`config.mk`:
```
export PLATFORM = sky130hd
export DESIGN_NAME = ddr2_init_seq
export DESIGN_NICKNAME = d
export VERILOG_FILES = /design/src/rtl/ddr2_init_pkg.sv /design/src/rtl/ddr2_mode_calc.sv /design/src/rtl/ddr2_step_decode.sv /design/src/rtl/ddr2_seq_ctrl.sv /design/src/rtl/ddr2_init_seq.sv
export SDC_FILE = /design/constraint.sdc
export NUM_CORES = 1
export LEC_CHECK = 0
export BUFFER_PORTS_ARGS = -buffer_cell sky130_fd_sc_hd__buf_2
export CAP_MARGIN = 10
export CELL_PAD_IN_SITES_DETAIL_PLACEMENT = 1
export CELL_PAD_IN_SITES_GLOBAL_PLACEMENT = 1
export CORE_MARGIN = 2
export CORE_UTILIZATION = 32
export DETAILED_ROUTE_END_ITERATION = 6
export PLACE_DENSITY = 0.87
export SLEW_MARGIN = 20
export SYNTH_ARGS = -nofsm -noshare
export SYNTH_HDL_FRONTEND = slang
export SYNTH_SLANG_ARGS = --single-unit
```
`constraint.sdc`:
```
create_clock -name clk -period 1.9 [get_ports clk]
set_clock_uncertainty 0.1 [all_clocks]
set_input_delay 0.19 -clock clk [delete_from_list [all_inputs] [get_ports clk]]
set_output_delay 0.19 -clock clk [all_outputs]
set_load 0.03 [all_outputs]
```
`src/rtl/ddr2_init_pkg.sv`:
```
package ddr2_init_pkg;

    localparam int WORD_W  = 32;
    localparam int ADDR_W  = 16;
    localparam int FIELD_W = 4;
    localparam int WR_W    = 4;
    localparam int CAS_W   = 3;
    localparam int BL_W    = 3;
    localparam int STEPS   = 12;
    localparam int STEP_W  = $clog2(STEPS);

    localparam logic [ADDR_W-1:0] EMR_BASE   = 16'h0400;
    localparam logic [ADDR_W-1:0] DLL_RST    = 16'h0100;
    localparam logic [ADDR_W-1:0] OCD_DFLT   = 16'h0380;

    typedef enum logic [FIELD_W-1:0] {
        OP_MRS  = 4'd0,
        OP_PALL = 4'd1,
        OP_PRE  = 4'd2,
        OP_DPD  = 4'd3,
        OP_SREF = 4'd4,
        OP_REFA = 4'd5,
        OP_CKEL = 4'd6,
        OP_NOP  = 4'd7,
        OP_SRX  = 4'd8,
        OP_MRR  = 4'd9
    } dram_op_e;

    typedef struct packed {
        logic [FIELD_W-1:0] rsvd;
        dram_op_e           op;
        logic [FIELD_W-1:0] chip;
        logic [FIELD_W-1:0] bank;
        logic [ADDR_W-1:0]  addr;
    } dcmd_t;

    typedef struct packed {
        dram_op_e           op;
        logic [FIELD_W-1:0] bank;
        logic [ADDR_W-1:0]  addr;
    } step_cmd_t;

    typedef struct packed {
        logic [WR_W-1:0]  wr;
        logic [CAS_W-1:0] cas;
        logic [BL_W-1:0]  burst;
        logic             two;
    } seq_cfg_t;

    typedef enum logic [1:0] {
        SQ_IDLE,
        SQ_ISSUE,
        SQ_FINISH
    } seq_state_e;

    function automatic logic [ADDR_W-1:0] build_mr(input seq_cfg_t c);
        logic [ADDR_W-1:0] wm1;
        wm1 = ADDR_W'(c.wr) - ADDR_W'(1);
        return (wm1 << 9) | (ADDR_W'(c.cas) << 4) | ADDR_W'(c.burst);
    endfunction

    function automatic step_cmd_t mk_step(input dram_op_e op, input int bank,
                                          input logic [ADDR_W-1:0] addr);
        step_cmd_t s;
        s.op   = op;
        s.bank = FIELD_W'(bank);
        s.addr = addr;
        return s;
    endfunction

endpackage

```
`src/rtl/ddr2_mode_calc.sv`:
```
module ddr2_mode_calc
    import ddr2_init_pkg::*;
(
    input  seq_cfg_t          cfg,
    output logic [ADDR_W-1:0] mr_base,
    output logic [ADDR_W-1:0] emr_base
);
    always_comb begin
        mr_base  = build_mr(cfg);
        emr_base = EMR_BASE;
    end
endmodule

```
`src/rtl/ddr2_step_decode.sv`:
```
module ddr2_step_decode
    import ddr2_init_pkg::*;
(
    input  logic [STEP_W-1:0] step,
    input  logic [ADDR_W-1:0] mr_base,
    input  logic [ADDR_W-1:0] emr_base,
    output step_cmd_t         cmd
);
    always_comb begin
        unique case (step)
            STEP_W'(0):  cmd = mk_step(OP_NOP,  0, '0);
            STEP_W'(1):  cmd = mk_step(OP_PALL, 0, '0);
            STEP_W'(2):  cmd = mk_step(OP_MRS,  2, '0);
            STEP_W'(3):  cmd = mk_step(OP_MRS,  3, '0);
            STEP_W'(4):  cmd = mk_step(OP_MRS,  1, emr_base);
            STEP_W'(5):  cmd = mk_step(OP_MRS,  0, mr_base | DLL_RST);
            STEP_W'(6):  cmd = mk_step(OP_PALL, 0, '0);
            STEP_W'(7):  cmd = mk_step(OP_REFA, 0, '0);
            STEP_W'(8):  cmd = mk_step(OP_REFA, 0, '0);
            STEP_W'(9):  cmd = mk_step(OP_MRS,  0, mr_base);
            STEP_W'(10): cmd = mk_step(OP_MRS,  1, emr_base | OCD_DFLT);
            STEP_W'(11): cmd = mk_step(OP_MRS,  1, emr_base);
            default:     cmd = mk_step(OP_NOP,  0, '0);
        endcase
    end
endmodule

```
`src/rtl/ddr2_seq_ctrl.sv`:
```
module ddr2_seq_ctrl
    import ddr2_init_pkg::*;
#(
    parameter int MAX_CHIPS = 2,
    localparam int CHIP_W   = (MAX_CHIPS > 1) ? $clog2(MAX_CHIPS) : 1
) (
    input  logic              clk,
    input  logic              rst,
    input  logic              go,
    input  seq_cfg_t          cfg_in,
    input  logic              cmd_ready,
    output seq_cfg_t          cfg_q,
    output logic [STEP_W-1:0] step,
    output logic [CHIP_W-1:0] chip,
    output logic              cmd_valid,
    output logic              busy,
    output logic              done
);
    localparam logic [STEP_W-1:0] LAST_STEP = STEP_W'(STEPS - 1);

    seq_state_e        state;
    logic [CHIP_W-1:0] chip_last;

    always_comb begin
        chip_last = cfg_q.two ? CHIP_W'(MAX_CHIPS - 1) : '0;
        cmd_valid = (state == SQ_ISSUE);
        done      = (state == SQ_FINISH);
        busy      = (state != SQ_IDLE);
    end

    always_ff @(posedge clk) begin
        if (rst) begin
            state <= SQ_IDLE;
            step  <= '0;
            chip  <= '0;
            cfg_q <= '0;
        end else begin
            unique case (state)
                SQ_IDLE: begin
                    if (go) begin
                        state <= SQ_ISSUE;
                        step  <= '0;
                        chip  <= '0;
                        cfg_q <= cfg_in;
                    end
                end
                SQ_ISSUE: begin
                    if (cmd_ready) begin
                        if (step == LAST_STEP) begin
                            if (chip != chip_last) begin
                                chip <= chip + CHIP_W'(1);
                                step <= '0;
                            end else begin
                                state <= SQ_FINISH;
                            end
                        end else begin
                            step <= step + STEP_W'(1);
                        end
                    end
                end
                default: state <= SQ_IDLE;
            endcase
        end
    end
endmodule

```
`src/rtl/ddr2_init_seq.sv`:
```
module ddr2_init_seq
    import ddr2_init_pkg::*;
#(
    parameter int MAX_CHIPS = 2
) (
    input  logic              clk,
    input  logic              rst,
    input  logic              go,
    input  logic [WR_W-1:0]   wr_cycles,
    input  logic [CAS_W-1:0]  cas_lat,
    input  logic [BL_W-1:0]   burst_code,
    input  logic              two_chips,
    output logic              cmd_valid,
    input  logic              cmd_ready,
    output logic [WORD_W-1:0] cmd_word,
    output logic              busy,
    output logic              done
);
    localparam int CHIP_W = (MAX_CHIPS > 1) ? $clog2(MAX_CHIPS) : 1;

    seq_cfg_t          cfg_in;
    seq_cfg_t          cfg_q;
    logic [STEP_W-1:0] step;
    logic [CHIP_W-1:0] chip;
    logic [ADDR_W-1:0] mr_base;
    logic [ADDR_W-1:0] emr_base;
    step_cmd_t         scmd;
    dcmd_t             word;

    always_comb begin
        cfg_in.wr    = wr_cycles;
        cfg_in.cas   = cas_lat;
        cfg_in.burst = burst_code;
        cfg_in.two   = two_chips;
    end

    ddr2_seq_ctrl #(.MAX_CHIPS(MAX_CHIPS)) u_ctrl (
        .clk       (clk),
        .rst       (rst),
        .go        (go),
        .cfg_in    (cfg_in),
        .cmd_ready (cmd_ready),
        .cfg_q     (cfg_q),
        .step      (step),
        .chip      (chip),
        .cmd_valid (cmd_valid),
        .busy      (busy),
        .done      (done)
    );

    ddr2_mode_calc u_mode (
        .cfg      (cfg_q),
        .mr_base  (mr_base),
        .emr_base (emr_base)
    );

    ddr2_step_decode u_step (
        .step     (step),
        .mr_base  (mr_base),
        .emr_base (emr_base),
        .cmd      (scmd)
    );

    always_comb begin
        word.rsvd = '0;
        word.op   = scmd.op;
        word.chip = FIELD_W'(chip);
        word.bank = scmd.bank;
        word.addr = scmd.addr;
        cmd_word  = word;
    end
endmodule

```
# Word-level counts from Yosys, hierarchy flattened
# Index checks and enable logic that the tools add are counted.
# W data, S select, Z words.
[op_classes]
shifts = 0
bitwise = 2
div = 0
n_lt_le_gt_ge = 0
muxes = 17
n_addsub = 3
n_mul = 0
n_reduce_logical = 10
eq_ne = 20
[op_table]
columns = ["op", "count"]
rows = [
  ["$pmux W23 S8", 1],
  ["$eq A4 B3 Y1 const B", 4],
  ["$eq A4 B4 Y1 const B", 4],
  ["$mux W4", 4],
  ["$or A16 B3 Y16", 1],
  ["$or A16 B7 Y16", 1],
  ["$eq A4 B2 Y1 const B", 2],
  ["$mux W2", 4],
  ["$pmux W4 S2", 1],
  ["$reduce_and A4 Y1", 2],
  ["$ne A2 B1 Y1 const B", 3],
  ["$reduce_or A2 Y1", 3],
  ["$mux W1", 5],
  ["$reduce_and A5 Y1", 1],
  ["$sub A4 B1 Y5 const B", 1],
  ["$add A4 B1 Y4 const B", 1],
  ["$eq A4 B1 Y1 const B", 1],
  ["$ne A2 B2 Y1 const B", 2],
  ["$pmux W2 S2", 1],
  ["$reduce_bool A2 Y1", 2],
  ["$ne A3 B3 Y1 const B", 1],
  ["$eq A2 B1 Y1 const B", 1],
  ["$eq A2 B2 Y1 const B", 1],
  ["$logic_not A2 Y1", 1],
  ["other kinds (4)", 4],
]
[word_totals]
latch_bits = 0
inputBits = 15
output_inout_bits = 35
elab_cells = 59
ram_bits = 0
mem_count = 0
register_bits = 18
rom_bits = 0

# Depth between registers and ports, before layout
[depth]
depth_word = 6
mapped_depth = 6

# By module
# Synthesis repeated with hierarchy kept, for this count alone.
[unflattened]
cells_unflattened = 226
area_unflattened_um2 = 1621.6
[by_module_without_submodules]
columns = ["mod", "seq_area_each_um2", "area_each_um2", "instances", "cells_per_inst"]
rows = [
  ["ddr2_seq_ctrl", 360.3, 769.5, 1, 97],
  ["ddr2_step_decode", 0.0, 519.2, 1, 83],
  ["ddr2_mode_calc", 0.0, 269.0, 1, 37],
  ["ddr2_init_seq", 0.0, 63.8, 1, 9],
]

# Worst setup path after synthesis
# OpenSTA, ideal clock, no wires.
[synth_timing]
path_kind = "register to output"
startpoint = "register u_ctrl.step[3]"
endpoint = "output port cmd_word[14]"
path_buffers = 2
required_time_ps = 1610
slack_ps = -766
path_stages_with_launch = 7
arrival_time_ps = 2376
cell_sequence = "dfxtp_1 buf_4 inv_1 nor2_1 o21ai_1 nor4b_1 buf_4"
[synth_via]
elab_chain_len = 3
[synth_lines]
columns = ["element", "line_no", "source"]
rows = [
  ["from (decl)", "ddr2_seq_ctrl.sv:13", "output logic [STEP_W-1:0] step,"],
  ["from (signal assigned)", "ddr2_seq_ctrl.sv:57", "step <= step + STEP_W'(1);"],
  ["$eq A4 B4 Y1, or another cell as far along", "ddr2_step_decode.sv:10", "unique case (step)"],
  ["$reduce_or A2 Y1 (no line)", "-", ""],
  ["$pmux W23 S8 (*)", "ddr2_step_decode.sv:10", ""],
  ["to (decl)", "ddr2_init_seq.sv:15", "output logic [WORD_W-1:0] cmd_word,"],
]
# Every way passes the cells marked *; elsewhere a longest branch is shown, timed or not.

# Final worst setup path
[layout_timing]
startpoint = "register u_ctrl.step[1]"
endpoint = "output port cmd_word[15]"
# Same word-level chain as after synthesis.

==> flow_summary.ini <==
[pwr]
cellPowerDensity_nw_per_um2 = 590
power_leakage_nw = 0.695
power_uw = 909
vdd_ir_drop_max_mv = 0.361

[setup_path]
startpoint = u_ctrl.step[1]
required_ns = 1.61
cp.arrival_ns = 1.62
cp_slowest_cell = dfxtp_4
crit_end = cmd_word[15]
rr_worst_depth = 5
r2r-start = u_ctrl.step[1]
reg2reg_to = u_ctrl.step[3]
max_stage_delay_ns = 0.39
cp_max_fo = 7
crit_path_start_kind = register
worst_setup_path_end_kind = output port
path_class = register to output port
ff2ff_setup_slack_ns = 0.25
path_cells = inv_4 -> ha_4 -> o21ai_4 -> nor4b_4 -> buf_4

[cells_and_area]
diodes = 0
n_fill_cell = 485
finish.net_count = 219
syn2layout_area_growth_pct = 28.6
drive_gt1_frac = 0.308

[clocking]
cts_buffers = 3
cts.htree.levels = 1
clk_path_buf_depth = 2
clock_latency_ns = 0.26
postCtsHoldBufs = 0
clk_pin_slew_ns = 0.07
clock-sinks = 18
cts_tree = built
root_buffer = clkbuf_8

[yosys]
yosys_most_used_dff = dfxtp_1
yosysUniqueCellTypes = 35
syn_area_um2 = 1200
synth_top_area_share = 0.301
ys_warn_count = 0
ys_top_cells_by_area = dfxtp_1, nand2_1, buf_4
synth-edff-count = 0
postSynth.asyncResetShare = 0
yosys_register_bits = 18
synth_area_per_cell_um2 = 7.26
ys_seq_area_frac = 0.301
synthCells = 165
synth_area_leader_cell = dfxtp_1
synthTopCellsByCount = nand2_1, dfxtp_1, a21oi_1
synth.most_common_cell = nand2_1

[grt]
grt_pass1_wl_um = 5110
grt_pass1_vias = 1109
grt_overflow_total = 0
grt_max_degree = 21
grt_antenna_before_repair = 0
grt_usage = 0.151

[timing]
period_needed_ns = 1.91
rsz0062_at_grt = yes
final.setup.tns_ns = -0.0103
fin_crit_sh = 1.01
hold_viol = 0
setup_slack_ns = -0.0103
max_freq_mhz = 523
drv_slew = 0
finalSetupViolCount = 1

[run_status]
status = complete, but fails checks
violations = negative setup slack

[floorplanning]
die_w_um = 65.2
num_io_pins = 50
core_area_um2 = 3630
initial_core_util = 0.330
die_h_um = 65.2
dieArea_um2 = 4250
row_count = 22

[worst_hold_path]
hold_class = input port to register

[routing]
wl_per_cell_um = 12.2
dr.pass1.iters = 4
viasPerCell = 4.80
wl_um = 3010
drc = 0
drt_iter0_markers = 27
num_vias = 1182
postRouteAntennaNets = 0

[place]
dp_hpwl_um = 2120
portBuffers = 38
gp_congestion = 0.800

[flow_run]
max_cap_viol_count = 0
worst max-delay path, delay by kind of cell (launching register included):
family,cells,cell delay (ns)
DFF,1,0.39
and+or+nand+nor,1,0.38
buffers and inverters,2,0.31
adders and majority gates,1,0.19
AOI/OAI and AO/OA,1,0.09
per-stage QoR:
stage	cell area [um2]	setup slack [ns]	hold slack [ns]	util	std cells
floorplan	1250	0.00377	0.226	-	175
global placement	1380	0.146	0.334	0.379	241
detailed placement	1380	0.0568	0.338	0.379	241
CTS	1500	0.0221	0.0585	0.413	245
global route	1540	-0.0912	0.0586	0.424	246
finish	1540	-0.0103	0.0630	0.424	246
kinds of logic after synthesis:
family | after synthesis | synth area share
fa+ha+maj | 5 | 0.0522
buf+inv | 30 | 0.144
simple gates | 69 | 0.286
xor+xnor | 3 | 0.0219
other cells | 1 | 0.00313
mux | 1 | 0.00835
compound gates | 38 | 0.184
flops | 18 | 0.301
sequential cells by signal, summed over array words and instances (netlist names):
register	cells
u_ctrl.cfg_q	11
u_ctrl.chip	1
u_ctrl.state	2
u_ctrl.step	4
where the power goes:
| part | switching (mW) | leakage [nW] | total (mW) | internal (mW) |
|---|---|---|---|---|
| sequential | 0.0193 | 0.149 | 0.411 | 0.392 |
| clock | 0.139 | 0.0288 | 0.323 | 0.185 |
| combinational | 0.113 | 0.517 | 0.175 | 0.0613 |
area by class of cell:
cell class,count,area [um2],area share
well taps,48,60.1,0.0390
repair buffers,41,230,0.149
inverters,8,32.5,0.0211
clock buffers,4,55.1,0.0357
flip-flops and latches,18,372,0.241
multi-input cells,127,792,0.514
cells in the final DEF, fill, tap and decap left out, types with 2 or more instances in the layout:
| cell | n |
|---|---|
| nor2_1 | 5 |
| and2_1 | 7 |
| nand3_1 | 4 |
| buf_6 | 2 |
| nor3_1 | 3 |
| nor3_2 | 2 |
| a21oi_1 | 17 |
| xnor2_1 | 2 |
| o21ai_1 | 2 |
| nand2_1 | 31 |
| clkbuf_8 | 4 |
| dfxtp_1 | 15 |
| nor2b_1 | 3 |
| a211oi_1 | 2 |
| and3b_1 | 2 |
| buf_2 | 34 |
| nand2b_1 | 3 |
| dfxtp_4 | 3 |
| ha_4 | 3 |
| buf_4 | 5 |
| conb_1 | 11 |
| inv_1 | 6 |
| o21a_1 | 2 |
| o21ai_0 | 7 |
| nand3b_1 | 2 |
worst min-delay path by stage:
stage	from	endpoint	cells past startpoint
2_1_floorplan	burst_code[0]	u_ctrl.cfg_q[1]	2
3_3_place_gp	cas_lat[1]	u_ctrl.cfg_q[5]	3
3_5_place_dp	cas_lat[0]	u_ctrl.cfg_q[4]	3
4_1_cts	cas_lat[0]	u_ctrl.cfg_q[4]	3
5_1_grt	wr_cycles[2]	u_ctrl.cfg_q[9]	3
6_report	burst_code[2]	u_ctrl.cfg_q[3]	3
timing repair:
action	in CTS	in global routing
gates resized for setup	22	9
endpoints found under the hold margin	0	0
pin swaps	1	2
setup buffers	0	1
endpoints found under the setup margin	14	11
layer usage:
layer | part of all wire | track usage | up-vias
met5 | 0 | 0 | -
met4 | 0.015 | 0.0625 | 0
met3 | 0.044 | 0.0240 | 5
met2 | 0.50 | 0.247 | 28
met1 | 0.44 | 0.198 | 554
li1 | - | - | 595
(Power assumes the default switching activity.)
